===== src/rtl/pm_pkg.sv =====
package pm_pkg;

  typedef enum logic [1:0] {
    PM_NONE = 2'd0,
    PM_INT  = 2'd1,
    PM_COND = 2'd2,
    PM_RSVD = 2'd3
  } pm_mode_e;

  typedef enum logic [2:0] {
    IC_ALL   = 3'd0,
    IC_UNARY = 3'd1,
    IC_X     = 3'd2,
    IC_X_INV = 3'd3,
    IC_Y     = 3'd4,
    IC_Y_INV = 3'd5,
    IC_Z     = 3'd6,
    IC_Z_INV = 3'd7
  } pm_int_code_e;

  typedef struct packed {
    logic [1:0] flag;  // which bit inside each condition field
    logic       want;  // value that bit must hold
  } pm_cond_sel_t;

  // condition code: upper two bits pick the flag, lsb clear means "flag set"
  function automatic pm_cond_sel_t pm_cond_decode(input logic [2:0] code);
    pm_cond_sel_t s;
    s.flag = code[2:1];
    s.want = ~code[0];
    return s;
  endfunction

endpackage


===== src/rtl/pm_int_decode.sv =====
module pm_int_decode
  import pm_pkg::*;
#(
  parameter int MASK_W = 64,
  localparam int IDX_W = $clog2(MASK_W)
) (
  input  logic [2:0]        code,
  input  logic [MASK_W-1:0] reg_x,
  input  logic [MASK_W-1:0] reg_y,
  input  logic [MASK_W-1:0] reg_z,
  output logic [MASK_W-1:0] mask
);

  function automatic logic [MASK_W-1:0] int_mask(
    input logic [2:0]        c,
    input logic [MASK_W-1:0] x,
    input logic [MASK_W-1:0] y,
    input logic [MASK_W-1:0] z
  );
    logic [MASK_W-1:0] one;
    one = {{(MASK_W-1){1'b0}}, 1'b1};
    case (pm_int_code_e'(c))
      IC_ALL:   return '1;
      IC_UNARY: return one << x[IDX_W-1:0];
      IC_X:     return x;
      IC_X_INV: return ~x;
      IC_Y:     return y;
      IC_Y_INV: return ~y;
      IC_Z:     return z;
      default:  return ~z;
    endcase
  endfunction

  assign mask = int_mask(code, reg_x, reg_y, reg_z);

endmodule


===== src/rtl/pm_cond_gather.sv =====
module pm_cond_gather
  import pm_pkg::*;
#(
  parameter int MASK_W  = 64,
  parameter int FIELD_W = 4,
  localparam int VL_W   = $clog2(MASK_W) + 1,
  localparam int CR_W   = MASK_W * FIELD_W
) (
  input  logic [2:0]        code,
  input  logic [VL_W-1:0]   vec_len,
  input  logic [CR_W-1:0]   cr_fields,
  output logic [MASK_W-1:0] mask
);

  pm_cond_sel_t sel;
  assign sel = pm_cond_decode(code);

  for (genvar i = 0; i < MASK_W; i++) begin : g_elem
    localparam logic [VL_W-1:0] ELEM = VL_W'(i);
    logic [FIELD_W-1:0] fld;
    logic               in_len;
    logic               hit;
    assign fld    = cr_fields[i*FIELD_W +: FIELD_W];
    assign in_len = ELEM < vec_len;
    assign hit    = fld[sel.flag] == sel.want;
    assign mask[i] = in_len & hit;
  end

endmodule


===== src/rtl/pm_lane.sv =====
module pm_lane
  import pm_pkg::*;
#(
  parameter int MASK_W  = 64,
  parameter int FIELD_W = 4,
  localparam int VL_W   = $clog2(MASK_W) + 1,
  localparam int CR_W   = MASK_W * FIELD_W
) (
  input  logic [1:0]        pred_mode,
  input  logic [2:0]        code,
  input  logic [MASK_W-1:0] reg_x,
  input  logic [MASK_W-1:0] reg_y,
  input  logic [MASK_W-1:0] reg_z,
  input  logic [VL_W-1:0]   vec_len,
  input  logic [CR_W-1:0]   cr_fields,
  output logic [MASK_W-1:0] mask
);

  logic [MASK_W-1:0] int_m;
  logic [MASK_W-1:0] cond_m;

  pm_int_decode #(.MASK_W(MASK_W)) u_int (
    .code  (code),
    .reg_x (reg_x),
    .reg_y (reg_y),
    .reg_z (reg_z),
    .mask  (int_m)
  );

  pm_cond_gather #(.MASK_W(MASK_W), .FIELD_W(FIELD_W)) u_cond (
    .code      (code),
    .vec_len   (vec_len),
    .cr_fields (cr_fields),
    .mask      (cond_m)
  );

  always_comb begin
    case (pm_mode_e'(pred_mode))
      PM_INT:  mask = int_m;
      PM_COND: mask = cond_m;
      default: mask = '1;
    endcase
  end

endmodule


===== src/rtl/pred_mask_gen.sv =====
module pred_mask_gen
  import pm_pkg::*;
#(
  parameter int MASK_W  = 64,
  parameter int FIELD_W = 4,
  localparam int VL_W   = $clog2(MASK_W) + 1,
  localparam int CR_W   = MASK_W * FIELD_W
) (
  input  logic              clk,
  input  logic              rst_n,
  input  logic              start,
  input  logic [1:0]        pred_mode,
  input  logic              twin,
  input  logic [2:0]        dst_code,
  input  logic [2:0]        src_code,
  input  logic [MASK_W-1:0] reg_x,
  input  logic [MASK_W-1:0] reg_y,
  input  logic [MASK_W-1:0] reg_z,
  input  logic [VL_W-1:0]   vec_len,
  input  logic [CR_W-1:0]   cr_fields,
  output logic              valid,
  output logic [MASK_W-1:0] dst_mask,
  output logic [MASK_W-1:0] src_mask
);

  localparam int NLANE = 2;  // lane 0: destination, lane 1: source

  logic [MASK_W-1:0] lane_mask [NLANE];
  logic [MASK_W-1:0] dst_nxt;
  logic [MASK_W-1:0] src_nxt;
  logic              load;

  for (genvar g = 0; g < NLANE; g++) begin : g_lane
    logic [2:0] lane_code;
    if (g == 0) begin : g_dst
      assign lane_code = dst_code;
    end else begin : g_src
      assign lane_code = src_code;
    end
    pm_lane #(.MASK_W(MASK_W), .FIELD_W(FIELD_W)) u_lane (
      .pred_mode (pred_mode),
      .code      (lane_code),
      .reg_x     (reg_x),
      .reg_y     (reg_y),
      .reg_z     (reg_z),
      .vec_len   (vec_len),
      .cr_fields (cr_fields),
      .mask      (lane_mask[g])
    );
  end

  assign load    = start;
  assign dst_nxt = lane_mask[0];
  assign src_nxt = twin ? lane_mask[1] : lane_mask[0];

  always_ff @(posedge clk or negedge rst_n) begin
    if (!rst_n) begin
      valid    <= 1'b0;
      dst_mask <= '0;
      src_mask <= '0;
    end else begin
      valid <= load;
      if (load) begin
        dst_mask <= dst_nxt;
        src_mask <= src_nxt;
      end
    end
  end

endmodule


===== config.mk =====
export PLATFORM = sky130hd
export DESIGN_NAME = pred_mask_gen
export DESIGN_NICKNAME = d
export VERILOG_FILES = /design/src/rtl/pm_pkg.sv /design/src/rtl/pm_int_decode.sv /design/src/rtl/pm_cond_gather.sv /design/src/rtl/pm_lane.sv /design/src/rtl/pred_mask_gen.sv
export SDC_FILE = /design/constraint.sdc
export NUM_CORES = 1
export LEC_CHECK = 0
export BUFFER_PORTS_ARGS = -buffer_cell sky130_fd_sc_hd__clkbuf_2
export CORE_AREA = 2 2 234 236
export DETAILED_ROUTE_END_ITERATION = 10
export DIE_AREA = 0 0 236 238
export MAX_ROUTING_LAYER = met4
export PLACE_DENSITY = 0.68
export SYNTH_ARGS = -nofsm -noshare
export SYNTH_HDL_FRONTEND = slang
export SYNTH_HIERARCHICAL = 1
export SYNTH_SLANG_ARGS = --single-unit

===== constraint.sdc =====
create_clock -name clk -period 0.8 [get_ports clk]
set_input_delay 0 -clock clk [delete_from_list [all_inputs] [get_ports clk]]
set_output_delay 0 -clock clk [all_outputs]
set_load 0.005 [all_outputs]

==> out/results.ini <==
[outcome]
outcome=finished, violations left
violations=hold timing, setup timing

[sta]
relSlewSlack_pct=58.5
finalHoldViolCount=13
holdWs_ns=-0.0138
period_needed_ns=1.71
finalClockSkew_ns=0
worst_pin_slew_ns=0.616
final_max_slew_viol_count=0
rsz0062_at_grt=true
setup_slack_ns=-0.913
setup_violations=257
tns_ns=-124.94
fmax_mhz=584
min_period_over_period_pct=214

[global_routing]
grt_pass1_vias=22600
antenna_found_initial=5
grt_first_pass_wirelength_um=154000
globalRoute.totalOverflow=0
grt_max_degree=42
grt_usage_pct=38.8

[routing]
via_count=22000
first_iter_violations=1830
routed_via_density=6.02
route.detailed.drc=0
wl_per_cell_um=30.2
final_antenna_net_count=0
firstDrtPassIters=5
wl_um=111000

[place]
hpwl_um=86700
numPortBuffers=595
gp_congestion=0.990
place_inst=3521

[critical_path]
critical-path-max-stage-delay_ns=0.60
worst-path-max-fanout=8
rr_startpoint=dst_mask[15]$_DFFE_PN0P_
worstPathArrival_ns=2.05
cp-end-kind=flop
crit_top_cell=a21oi_2
worstSetupPathType=primary input to flop
reg2reg_slack_ns=-0.23
r2r_end=dst_mask[15]$_DFFE_PN0P_
critical_path.slowest_cell=mux4_2
setup.worst_path.start_class=primary input
worstPathCellList=buf_16, buf_12, mux4_2, xnor2_2, a21oi_2, a221o_1, mux2i_2, buf_4, a21oi_2
reg2reg_depth=3
cp.required_ns=1.13

[clock_network]
cts_hold_buffers=2
cts_buffer_depth=2
cts_max_level=4
clk_pin_slew_ns=0.07
clkLatencyLatePin_ns=0.43
numCtsBuffers=17
tritoncts=done
root_buffer=clkbuf_16
cts_sinks=129

[synth]
yosys.area.top_type=dfrtp_1
netlist_area_sq_um=19400
ys_seq_area_share_pct=16.7
syn_nets=2400
yosys_register_bits=129
synth_top_area_share_pct=16.7
syn_avg_cell_area_sq_um=10.0
synth_cell_types=49
synth-edff-count=0
yosys_warnings=6
ys_top_cells_by_area=dfrtp_1, mux2i_1, mux4_2, xnor2_1, a2bb2oi_2
async_reset_ff_share_pct=100
yosys_most_used_dff=dfrtp_1
syn_inst=1929

[die]
die_x_um=236
coreArea_sq_um=53500
die_h_um=238
dieArea_sq_um=56200
io_pins=596
rows=85
start_util_pct=36.2

[hold_path]
hold_path.class=primary input to asynchronous set/reset pin

[cells_and_area]
nNetsFinal=3415
syn_to_final_growth_pct=59.3
drive_above_1_share_pct=61.4
fin_cells=3658

[power_and_ir_drop]
power_density_nw_per_um2=1340
cellLeakagePower_nw=13.7
peakVddDrop_uv=1430

[flow_run]
max_cap_violations=0

synth_stat cells (24+ instances only):
library cell  instances
nor2_1              166
a2bb2oi_2           120
buf_6                56
dfrtp_1             129
nand2_1              28
xor2_1               30
mux4_2               94
xnor2_1             216
o21ai_0             116
a221o_1             120
a21oi_1             124
buf_2                67
o21ai_1              50
a211oi_1             24
clkbuf_1             28
mux2_2               64
buf_4                33
mux2i_1             304
logic make-up (layout without fill, tap and decap cells):
| family | count (synthesis) | in the layout | synth area share, % |
|---|---|---|---|
| AOI/OAI and AO/OA | 588 | 588 | 25.6 |
| xor gates and xnor gates | 246 | 246 | 11.1 |
| adders and majority gates | 4 | 4 | 0.258 |
| buffers and inverters | 226 | 1253 | 9.43 |
| DFF | 129 | 129 | 16.7 |
| muxes | 462 | 462 | 30.3 |
| other | 0 | 5 | 0 |
| and+or+nand+nor | 274 | 275 | 6.56 |
timing repair:
| item | 4_1_cts | 5_1_grt |
|---|---|---|
| pin swaps | 110 | 87 |
| cloned | 13 | 4 |
| buffers inserted | 81 | 28 |
| resized for setup | 376 | 253 |
| endpoints found under the setup margin | 257 | 257 |
| endpoints found under the hold margin | 130 | 13 |
report_power, final:
group	internal, mW	switching [mW]
clock	5.27	3.50
combinational	12.3	11.5
sequential	7.63	1.01
stage by stage:
stage	power (mW)	util, %	worst slack (ns)	area [sq um]
floorplan	18.1	-	-0.889	19500
global placement	27.9	48.9	-1.57	26200
detailed placement	28.1	48.9	-1.55	26200
CTS	39.3	55.0	-0.827	29400
global route	42.5	57.7	-0.886	30900
finish	41.2	57.7	-0.913	30900
sequential cells by signal (all words and copies together) (netlist names):
name,cells
dst_mask,64
src_mask,64
valid,1
critical path: cells and delay by family:
family	cells	cell delay, ns
compound gates	3	0.48
xor+xnor	1	0.22
buf+inv	3	0.46
mux	2	0.86
cell type report:
type	instances	area (sq um)
Fill cell	4601	22600
Multi-Input combinational cell	1575	16600
Sequential cell	129	3240
Tap cell	696	871
Clock buffer	18	429
Inverter	4	15.0
Clock inverter	14	201
Timing Repair Buffer	1217	9550
Antenna cell	5	12.5
how the worst max path moves through the flow:
stage,startpoint,end,slack (ns),cells after the start
final,dst_code[1],src_mask[22]$_DFFE_PN0P_,-0.91,9
after floorplan,dst_code[1],dst_mask[39]$_DFFE_PN0P_,-0.89,7
after CTS,dst_code[2],src_mask[22]$_DFFE_PN0P_,-0.83,10
after detailed placement,dst_code[2],src_mask[4]$_DFFE_PN0P_,-1.55,11
after global placement,dst_code[1],src_mask[22]$_DFFE_PN0P_,-1.57,9
after global routing,dst_code[1],dst_mask[50]$_DFFE_PN0P_,-0.89,9
cells in the final DEF (no fill, tap or decap), types with 66 or more instances in the layout:
cell type	synthesis	final
a21oi_1	124	119
a221o_1	120	120
a2bb2oi_2	120	93
o21ai_1	50	71
mux4_2	94	94
dfrtp_1	129	121
buf_6	56	113
xnor2_2	0	80
nor2_1	166	146
xnor2_1	216	135
clkbuf_2	0	555
buf_4	33	436
buf_12	14	66
mux2i_1	304	217
metal layers:
metal | wire (um) | vias up | track usage [%] | share of wire [%]
met1 | 43200 | 11000 | 45.5 | 39
li1 | - | 9452 | - | -
met5 | 0 | - | - | 0
met3 | 6350 | 338 | 4.85 | 5.7
met2 | 52800 | 1202 | 63.9 | 48
met4 | 8170 | 0 | 23.2 | 7.4
Power figures use the tool's default switching activity.
